### config.mk
export PLATFORM = sky130hd
export DESIGN_NAME = sdram_bank_guard
export DESIGN_NICKNAME = d
export VERILOG_FILES = /design/src/rtl/bank_guard_pkg.sv /design/src/rtl/bg_cmd_decode.sv /design/src/rtl/bg_bank_fsm.sv /design/src/rtl/sdram_bank_guard.sv
export SDC_FILE = /design/constraint.sdc
export NUM_CORES = 1
export LEC_CHECK = 0
export CAP_MARGIN = 20
export CELL_PAD_IN_SITES_DETAIL_PLACEMENT = 0
export CELL_PAD_IN_SITES_GLOBAL_PLACEMENT = 2
export CORE_MARGIN = 2
export CORE_UTILIZATION = 40
export CTS_CLUSTER_DIAMETER = 60
export DETAILED_ROUTE_END_ITERATION = 16
export DONT_BUFFER_PORTS = 1
export MAX_ROUTING_LAYER = met4
export PLACE_DENSITY_LB_ADDON = 0.1
export SLEW_MARGIN = 40
export SYNTH_ARGS = -nofsm -noshare
export SYNTH_HDL_FRONTEND = slang
export SYNTH_SLANG_ARGS = --single-unit
### constraint.sdc
create_clock -name clk -period 2.4 [get_ports clk]
set_input_delay 0.24 -clock clk [delete_from_list [all_inputs] [get_ports clk]]
set_output_delay 0.24 -clock clk [all_outputs]
set_load 0.05 [all_outputs]
### src/rtl/bank_guard_pkg.sv
`timescale 1ns/1ps
package bank_guard_pkg;

  typedef enum logic [2:0] {
    CMD_NOP,
    CMD_ACT,
    CMD_RD,
    CMD_WR,
    CMD_PRE,
    CMD_REF,
    CMD_MRS
  } cmd_e;

  typedef enum logic [1:0] {
    BS_IDLE,
    BS_OPEN,
    BS_APWAIT,
    BS_RECOV
  } bank_st_e;

  // whole cycles covering a time span, rounded up
  function automatic int ceil_div(input int num, input int den);
    return (num + den - 1) / den;
  endfunction

  function automatic int at_least(input int v, input int lo);
    return (v < lo) ? lo : v;
  endfunction

  // bits needed to hold values 0..n
  function automatic int cnt_width(input int n);
    return (n < 1) ? 1 : $clog2(n + 1);
  endfunction

  // open-time count at which the early warning starts
  function automatic int warn_point(input int max_cyc, input int margin);
    return (margin >= max_cyc) ? 0 : max_cyc - margin;
  endfunction

endpackage

### src/rtl/bg_cmd_decode.sv
`timescale 1ns/1ps
module bg_cmd_decode
  import bank_guard_pkg::*;
(
  input  logic cs_n,
  input  logic ras_n,
  input  logic cas_n,
  input  logic we_n,
  output cmd_e cmd
);

  always_comb begin
    cmd = CMD_NOP;
    if (!cs_n) begin
      case ({ras_n, cas_n, we_n})
        3'b011:  cmd = CMD_ACT;
        3'b101:  cmd = CMD_RD;
        3'b100:  cmd = CMD_WR;
        3'b010:  cmd = CMD_PRE;
        3'b001:  cmd = CMD_REF;
        3'b000:  cmd = CMD_MRS;
        default: cmd = CMD_NOP;
      endcase
    end
  end

endmodule

### src/rtl/bg_bank_fsm.sv
`timescale 1ns/1ps
module bg_bank_fsm
  import bank_guard_pkg::*;
#(
  parameter int TRAS_CYC     = 6,
  parameter int TRP_CYC      = 3,
  parameter int TRAS_MAX_CYC = 13334,
  parameter int WARN_AT      = 12834,
  parameter int BURST_CYC    = 4
) (
  input  logic clk,
  input  logic rst_n,
  input  logic act_go,
  input  logic pre_go,
  input  logic ap_go,
  output logic open_o,
  output logic act_ok_o,
  output logic pre_ok_o,
  output logic rw_ok_o,
  output logic warn_o,
  output logic viol_o,
  output logic ap_fire_o,
  output logic rp_done_o
);

  localparam int CNT_W = cnt_width(TRAS_MAX_CYC);
  localparam int RP_W  = cnt_width(TRP_CYC);
  localparam int BST_W = cnt_width(BURST_CYC);

  bank_st_e         state_q;
  logic [CNT_W-1:0] act_cnt;
  logic [RP_W-1:0]  rp_cnt;
  logic [BST_W-1:0] bst_cnt;

  logic is_open, tras_met, ap_fire, rp_done, cnt_room;

  assign is_open  = (state_q == BS_OPEN) || (state_q == BS_APWAIT);
  assign tras_met = act_cnt >= CNT_W'(TRAS_CYC);
  assign cnt_room = act_cnt < CNT_W'(TRAS_MAX_CYC);
  // internal close of an automatic-precharge access
  assign ap_fire  = (state_q == BS_APWAIT) && (bst_cnt >= BST_W'(BURST_CYC)) && tras_met;
  // last recovery cycle
  assign rp_done  = (state_q == BS_RECOV) && (rp_cnt >= RP_W'(TRP_CYC - 1));

  always_ff @(posedge clk or negedge rst_n) begin
    if (!rst_n) begin
      state_q <= BS_IDLE;
      act_cnt <= '0;
      rp_cnt  <= '0;
      bst_cnt <= '0;
    end else begin
      case (state_q)
        BS_IDLE: begin
          if (act_go) begin
            state_q <= BS_OPEN;
            act_cnt <= CNT_W'(1);
          end
        end
        BS_OPEN: begin
          if (cnt_room) act_cnt <= act_cnt + CNT_W'(1);
          if (pre_go) begin
            state_q <= BS_RECOV;
            rp_cnt  <= RP_W'(1);
          end else if (ap_go) begin
            state_q <= BS_APWAIT;
            bst_cnt <= BST_W'(1);
          end
        end
        BS_APWAIT: begin
          if (cnt_room) act_cnt <= act_cnt + CNT_W'(1);
          if (bst_cnt < BST_W'(BURST_CYC)) bst_cnt <= bst_cnt + BST_W'(1);
          if (ap_fire) begin
            state_q <= BS_RECOV;
            rp_cnt  <= RP_W'(1);
          end
        end
        BS_RECOV: begin
          if (rp_done) begin
            state_q <= BS_IDLE;
            act_cnt <= '0;
            bst_cnt <= '0;
          end else begin
            rp_cnt <= rp_cnt + RP_W'(1);
          end
        end
        default: state_q <= BS_IDLE;
      endcase
    end
  end

  assign open_o    = is_open;
  assign act_ok_o  = (state_q == BS_IDLE);
  assign rw_ok_o   = (state_q == BS_OPEN);
  assign pre_ok_o  = (state_q == BS_IDLE) || (state_q == BS_RECOV) ||
                     ((state_q == BS_OPEN) && tras_met);
  assign warn_o    = is_open && (act_cnt >= CNT_W'(WARN_AT));
  assign viol_o    = is_open && !cnt_room;
  assign ap_fire_o = ap_fire;
  assign rp_done_o = rp_done;

endmodule

### src/rtl/sdram_bank_guard.sv
`timescale 1ns/1ps
module sdram_bank_guard
  import bank_guard_pkg::*;
#(
  parameter int NUM_BANKS    = 4,
  parameter int CLK_PS       = 7500,
  parameter int T_RAS_MIN_PS = 45000,
  parameter int T_RP_PS      = 20000,
  parameter int TRAS_MAX_CYC = 13334,
  parameter int WARN_MARGIN  = 500,
  parameter int BURST_CYC    = 4
) (
  input  logic                         clk,
  input  logic                         rst_n,
  input  logic                         cs_n,
  input  logic                         ras_n,
  input  logic                         cas_n,
  input  logic                         we_n,
  input  logic [$clog2(NUM_BANKS)-1:0] ba,
  input  logic                         a10,
  output logic [NUM_BANKS-1:0]         bank_open,
  output logic [NUM_BANKS-1:0]         act_ok,
  output logic [NUM_BANKS-1:0]         pre_ok,
  output logic [NUM_BANKS-1:0]         rw_ok,
  output logic [NUM_BANKS-1:0]         ras_warn,
  output logic [NUM_BANKS-1:0]         ras_viol,
  output logic                         all_idle,
  output logic                         cmd_err
);

  localparam int BA_W     = $clog2(NUM_BANKS);
  localparam int TRAS_CYC = ceil_div(T_RAS_MIN_PS, CLK_PS);
  localparam int TRP_CYC  = at_least(ceil_div(T_RP_PS, CLK_PS), 2);
  localparam int WARN_AT  = warn_point(TRAS_MAX_CYC, WARN_MARGIN);

  cmd_e                 cmd_kind;
  logic                 cmd_legal;
  logic                 all_pre_ok;
  logic [NUM_BANKS-1:0] act_go_v, pre_go_v, ap_go_v;
  logic [NUM_BANKS-1:0] ap_fire_v, rp_done_v;

  bg_cmd_decode u_dec (
    .cs_n  (cs_n),
    .ras_n (ras_n),
    .cas_n (cas_n),
    .we_n  (we_n),
    .cmd   (cmd_kind)
  );

  assign all_pre_ok = &pre_ok;
  assign all_idle   = &act_ok;

  always_comb begin
    case (cmd_kind)
      CMD_ACT:         cmd_legal = act_ok[ba];
      CMD_RD, CMD_WR:  cmd_legal = rw_ok[ba];
      CMD_PRE:         cmd_legal = a10 ? all_pre_ok : pre_ok[ba];
      CMD_REF, CMD_MRS: cmd_legal = all_idle;
      default:         cmd_legal = 1'b1;
    endcase
  end

  for (genvar gi = 0; gi < NUM_BANKS; gi++) begin : g_bank
    logic hit;
    assign hit = (ba == BA_W'(gi));
    assign act_go_v[gi] = (cmd_kind == CMD_ACT) && hit && act_ok[gi];
    assign pre_go_v[gi] = (cmd_kind == CMD_PRE) && cmd_legal && (a10 || hit);
    assign ap_go_v[gi]  = ((cmd_kind == CMD_RD) || (cmd_kind == CMD_WR)) &&
                          a10 && hit && rw_ok[gi];

    bg_bank_fsm #(
      .TRAS_CYC     (TRAS_CYC),
      .TRP_CYC      (TRP_CYC),
      .TRAS_MAX_CYC (TRAS_MAX_CYC),
      .WARN_AT      (WARN_AT),
      .BURST_CYC    (BURST_CYC)
    ) u_fsm (
      .clk       (clk),
      .rst_n     (rst_n),
      .act_go    (act_go_v[gi]),
      .pre_go    (pre_go_v[gi]),
      .ap_go     (ap_go_v[gi]),
      .open_o    (bank_open[gi]),
      .act_ok_o  (act_ok[gi]),
      .pre_ok_o  (pre_ok[gi]),
      .rw_ok_o   (rw_ok[gi]),
      .warn_o    (ras_warn[gi]),
      .viol_o    (ras_viol[gi]),
      .ap_fire_o (ap_fire_v[gi]),
      .rp_done_o (rp_done_v[gi])
    );
  end

  always_ff @(posedge clk or negedge rst_n) begin
    if (!rst_n) cmd_err <= 1'b0;
    else        cmd_err <= !cmd_legal;
  end

endmodule

## After elaboration in Yosys (flattened, before gate mapping)

Cells that the tools add are included.

| word-level totals | value |
|---|---|
| input port bits | 9 |
| output and inout port bits | 26 |
| register bits | 85 |
| word-level logic and storage cells | 308 |

| cells by class | value |
|---|---|
| $lt $le $gt $ge | 25 |
| add/sub/neg operators | 12 |
| equal/unequal tests | 66 |
| reductions and logical operators | 102 |
| muxes and demuxes | 86 |

Operators by type and width:

| kind | count |
|---|---|
| 2-to-1 mux 14 bit | 12 |
| case mux 14 bit (3 select lines) | 4 |
| 2-to-1 mux 2 bit | 32 |
| adder 14 x 1 -> 14 bit (second input constant) | 4 |
| greater-or-equal comparator 14 bit (second input constant) | 4 |
| greater-or-equal comparator 14 x 3 -> 1 bit (second input constant) | 4 |
| < comparator 14 bit (second input constant) | 4 |
| 2-to-1 mux 3 bit | 17 |
| inequality test 2 x 1 -> 1 bit (second input constant) | 24 |
| logical AND 1 bit | 46 |
| AND reduction 4 bit | 10 |
| case mux 3 bit (3 select lines) | 4 |
| case mux 2 bit (4 select lines) | 4 |
| inequality test 2 bit (second input constant) | 12 |
| case mux 2 bit (3 select lines) | 4 |
| equality test 2 bit (second input constant) | 10 |
| AND reduction 5 bit | 4 |
| case mux 3 bit (6 select lines) | 1 |
| logical OR 1 bit | 17 |
| equality test 3 bit (second input constant) | 5 |
| adder 3 x 1 -> 3 bit (second input constant) | 4 |
| equality test 3 x 2 -> 1 bit (second input constant) | 4 |
| greater-or-equal comparator 3 bit (second input constant) | 4 |
| < comparator 3 bit (second input constant) | 4 |
| 15 further kinds | 53 |

## Depth between registers and ports, before layout

| depth | value |
|---|---|
| depth after elaboration | 11 |
| gate-level depth with buffers | 10 |
| gate-level depth less buffers | 8 |

## Cells and area by module

From an unflattened synthesis, not the netlist that was laid out.

| second synthesis, totals | value |
|---|---|
| cells, all modules | 679 |
| area, all modules | 5990.7 um2 |

By module, submodules not included:

| module | sequential area each (um2) | area each (um2) | times used | cells an instance |
|---|---|---|---|---|
| bg_bank_fsm (g_bank[0].u_fsm ...) | 525.5 | 1401.3 | 3 | 158 |
| bg_bank_fsm (g_bank[3].u_fsm) | 525.5 | 1426.4 | 1 | 164 |
| sdram_bank_guard | 25.0 | 324.1 | 1 | 36 |
| bg_cmd_decode | 0.0 | 36.3 | 1 | 5 |

## Least setup slack after synthesis

OpenSTA, ideal clock, no wires.

| path | value |
|---|---|
| path type | register -> register |
| start point | register g_bank[0].u_fsm.state_q[0] |
| end point | register g_bank[0].u_fsm.act_cnt[0] |
| slack | 0.341 ns |
| buffers on the path | 3 |
| library setup time | 0.128 ns |
| clock period less this slack | 2.059 ns |
| data required time | 2.272 ns |
| data arrival time | 1.930 ns |
| cell stages (with the launch flop) | 11 |
| cells stage by stage | dfrtp_1 -> inv_1 -> ha_1 -> clkbuf_1 -> o21a_1 -> a211o_1 -> o21bai_1 -> buf_2 -> buf_2 -> o21ai_0 -> o31ai_1 |

| between the ends | value |
|---|---|
| longest elaborated chain between the ends | 4 |
| elaborated cells between the ends (all ways) | 12 |
| classes of those cells | eq/ne: 6; mux: 1; reduce/logical: 5 |

RTL lines:

| element | line | text |
|---|---|---|
| start: declaration | bg_bank_fsm.sv:30 | `bank_st_e state_q;` |
| start signal: assignment | bg_bank_fsm.sv:47 | `state_q <= BS_IDLE;` |
| start signal: assignment | bg_bank_fsm.sv:55 | `state_q <= BS_OPEN;` |
| start signal: assignment | bg_bank_fsm.sv:62 | `state_q <= BS_RECOV;` |
| zero test 2 bit (*) | bg_bank_fsm.sv:92 | `assign act_ok_o = (state_q == BS_IDLE);` |
| via g_bank[0].u_fsm.act_ok_o | bg_bank_fsm.sv:17 | `output logic act_ok_o,` |
| logical AND 1 bit | sdram_bank_guard.sv:66 | `assign act_go_v[gi] = (cmd_kind == CMD_ACT) && hit && act_ok[gi];` |
| inequality test 2 x 1 -> 1 bit (no line) | n/a |  |
| AND reduction 3 bit (no line) | n/a |  |
| end signal: assignment | bg_bank_fsm.sv:60 | `if (cnt_room) act_cnt <= act_cnt + CNT_W'(1);` |
| end signal: assignment | bg_bank_fsm.sv:70 | `if (cnt_room) act_cnt <= act_cnt + CNT_W'(1);` |
| end: declaration | bg_bank_fsm.sv:31 | `logic [CNT_W-1:0] act_cnt;` |

Mark *: on every way through the listed nets, which the timed path passes. The rest lies on a longest branch.
A chain may end at the register's enable or synchronous reset.

## Final worst setup path

| path | value |
|---|---|
| start point | register g_bank[1].u_fsm.act_cnt[4] |
| end point | output port ras_warn[1] |

| between the ends | value |
|---|---|
| longest elaborated chain between the ends | 2 |

RTL lines:

| element | line | text |
|---|---|---|
| start: declaration | bg_bank_fsm.sv:31 |  |
| start signal: assignment | bg_bank_fsm.sv:60 |  |
| start signal: assignment | bg_bank_fsm.sv:70 |  |
| greater-or-equal comparator 14 bit | bg_bank_fsm.sv:96 | `assign warn_o = is_open && (act_cnt >= CNT_W'(WARN_AT));` |
| logical AND 1 bit | bg_bank_fsm.sv:96 |  |
| end: declaration | sdram_bank_guard.sv:25 | `output logic [NUM_BANKS-1:0] ras_warn,` |

Every way passes these cells.

==> flow_metrics.tcl <==
set metrics [dict create \
    crit_path_frequent_cell "buf_6" \
    ys_warn_count 0 \
    crit_path_end_kind "primary output" \
    status "finished, final reports clean" \
    drt_iter0_drc 203 \
    p_per_area_mw_per_mm2 1350 \
    synthMuxAreaShare_pct 3.88 \
    die_w_um 127 \
    multi_input_area_sq_mm 0.00347 \
    antenna_found_initial 0 \
    cts_root_buffer "clkbuf_16" \
    synth.distinct_cells 68 \
    ff_latch_area_sq_mm 0.00213 \
    clk_pin_slew_ps 70 \
    synth-simple-area-share_pct 22.3 \
    synthArstFlopShare_pct 100 \
    path_max_fanout 7 \
    num-fill-cells 1402 \
    cpMaxStageDelayCell "or4_4" \
    grtUsageTotal_pct 20.6 \
    cp-start-kind "flip-flop" \
    insertion_delay_ps 350 \
    fin_cells 912 \
    vias_per_cell 5.67 \
    hp-start "cs_n" \
    synth_compound_area_share_pct 24.0 \
    clock_skew_ps 6.97 \
    synth-edff-count 0 \
    synthCells 695 \
    slew_viol_final 0 \
    antenna_cells 0 \
    synth_xor_area_share_pct 0.146 \
    gp_routability_congestion 0.831 \
    synthesis.nets 736 \
    start_util_pct 41.1 \
    cp.arrival_ps 2100 \
    startpoint "g_bank[1].u_fsm.act_cnt[4]" \
    grt_max_degree 86 \
    final_util_pct 47.5 \
    yosys-top-cells-area "dfrtp_1 (35%), ha_1 (6.7%), o21ai_0 (6.5%)" \
    syn_area_per_cell_sq_um 8.64 \
    place_area_sq_mm 0.00647 \
    grt_pass1_wl_um 26000 \
    cts_inserted_buffers 9 \
    cp_num_buf_inv 2 \
    ant_nets 0 \
    nets 764 \
    drive_gt1_share_pct 18.0 \
    required_ps 2160 \
    grt_setup_unrepaired "yes" \
    yosys.area.top_type "dfrtp_1" \
    cts.path.max_buffers 2 \
    cts_max_level 3 \
    timing.setup.tns_ps 0 \
    cts.sinks 85 \
    min_period_ps 2340 \
    synthAdderAreaFrac_pct 6.67 \
    cts_tree "built" \
    ir_drop_v 0.000500 \
    dr.pass1.iters 5 \
    synth.cell_area_sq_mm 0.00600 \
    globalRoute.totalOverflow 0 \
    final_cell_area_sq_mm 0.00693 \
    grt_pass1_vias 4988 \
    placement.io_buffers 0 \
    synth_top_area_share_pct 35.4 \
    cp_top_family "simple AND/OR/NAND/NOR gates" \
    finalCritPeriodShare_pct 97.6 \
    ys_ff_latch 85 \
    place_hpwl_um 11100 \
    hp-class "input port to flip-flop" \
    seq_area_frac_synth_pct 35.4 \
    dp_cells 892 \
    rows 44 \
    relSlewSlack_pct 62.8 \
    path_class "flip-flop to primary output" \
    leakage_nw 3.04 \
    synthToLayoutAreaGrowth_pct 15.5 \
    finalSetupViolCount 0 \
    drv_cap 0 \
    drt-total-wl_um 15500 \
    worst_pin_slew_ps 553 \
    critical_path.max_stage_delay_ps 530 \
    synth_top_family_by_area "compound AO/OA/AOI/OAI gates" \
    max_freq_ghz 0.427 \
    dieArea_sq_mm 0.0160 \
    synth-main-ff-cell "dfrtp_1" \
    drc 0 \
    post_drt_wl_per_cell_um 17.0 \
    die_h_um 127 \
    vias 5175 \
    core_area_sq_mm 0.0146 \
    io_pins 35 \
    timing_hold_violations_final 0 \
    path_cells "buf_6 -> or4_4 -> o21ai_2 -> nand2_1 -> a211oi_2 -> nor2_1 -> buf_6" \
    r2r-start "g_bank[2].u_fsm.state_q[1]" \
]
## power by group
part | switching (W) | total, W | internal (W) | leakage [nW]
clock | 0.000616 | 0.00164 | 0.00103 | 0.172
sequential | 0.000317 | 0.00204 | 0.00173 | 1.12
combinational | 0.00347 | 0.00569 | 0.00222 | 1.74
## routing by layer
layer | track usage (%) | up-vias | share of wire [%] | routed length (um)
li1 | - | 2566 | - | -
met1 | 28.7 | 2521 | 50 | 7810
met2 | 30.3 | 72 | 44 | 6800
met3 | 3.75 | 16 | 4.1 | 632
met4 | 6.66 | 0 | 1.7 | 259
met5 | - | - | 0 | 0
## synth_stat cells (2+ instances only)
master and instances:
o21ai_1 2, mux4_2 2, nor2_1 52, nor3_1 23, ha_1 32, o41ai_1 3, buf_4 25, o21a_1 5
o22a_1 3, and4_1 3, o21bai_4 2, nor4_2 2, o211ai_1 3, a211oi_1 8, a41oi_1 4, a22o_1 2
buf_2 11, and2_1 3, o21ai_0 78, o21ai_2 6, a211o_1 3, nand2_1 44, nor4_1 2, and3_1 13
nand3_1 25, nor3b_1 7, or4_1 6, nor3_2 5, mux2_2 10, nor2b_1 15, o31ai_1 26, inv_1 41
nand4_1 7, or3_1 4, o21bai_1 3, mux2_1 4, a21oi_1 47, o32ai_1 2, clkbuf_1 14, a31oi_1 10
a21o_1 4, nand2b_1 22, dfrtp_1 85, mux2i_1 3
## worst paths after layout
path	end	slack, ps	cells past startpoint
min reg2reg	g_bank[0].u_fsm.act_cnt[13]	520	1
min	cmd_err	140	2
min in group asynchronous	g_bank[0].u_fsm.act_cnt[2]	470	2
max	ras_warn[1]	60	7
max in group asynchronous	g_bank[2].u_fsm.act_cnt[4]	1570	2
max reg2reg	g_bank[2].u_fsm.state_q[1]	140	8
## layout make-up
type / count / share of cell area [%]
Multi-Input combinational cell: 517 / 50.1
Sequential cell: 85 / 30.7
Timing Repair Buffer: 69 / 8.68
Clock buffer: 13 / 4.04
Tap cell: 184 / 3.32
Inverter: 41 / 2.22
Clock inverter: 3 / 0.938
## through the flow
| stage | hold slack (ps) | total power, W | setup slack [ps] |
|---|---|---|---|
| 2_1_floorplan | -55.6 | 0.00613 | 341 |
| 3_3_place_gp | -53.0 | 0.00760 | 150 |
| 3_5_place_dp | -52.8 | 0.00770 | 117 |
| 4_1_cts | 128 | 0.00942 | 4.15 |
| 5_1_grt | 142 | 0.0101 | -59.6 |
| 6_report | 137 | 0.00938 | 57.6 |
## what timing repair did
action                                 CTS  global route
cloned                                   0             0
resized for setup                        1            15
pin swaps                                1             3
hold buffers                             2             0
setup buffers                            0             2
endpoints found under the hold margin   85             0
setup endpoints to repair                1            12
## registers in the layout (all words and copies together), names as in the netlist
signal,count
cmd_err,1
g_bank.u_fsm.rp_cnt,8
g_bank.u_fsm.state_q,8
g_bank.u_fsm.bst_cnt,12
g_bank.u_fsm.act_cnt,56
## kinds of logic (layout without fill, tap and decap cells)
family | after synthesis | count (layout)
multiplexers | 19 | 19
buffers and inverters | 93 | 126
XOR/XNOR | 1 | 1
adder cells (fa/ha/maj) | 32 | 32
AND/OR/NAND/NOR | 243 | 243
AO/OA/AOI/OAI | 222 | 222
flip-flops | 85 | 85
## placed cells by master (no fill, tap or decap), types with 22 or more instances in the layout
| master | count |
|---|---|
| buf_4 | 60 |
| ha_1 | 32 |
| dfrtp_1 | 84 |
| nand3_1 | 25 |
| nor2_1 | 51 |
| o21ai_0 | 76 |
| nand2b_1 | 22 |
| a21oi_1 | 47 |
| o31ai_1 | 26 |
| nand2_1 | 44 |
| inv_1 | 41 |
| nor3_1 | 23 |
Note: power is estimated with default switching activity, not from simulation.
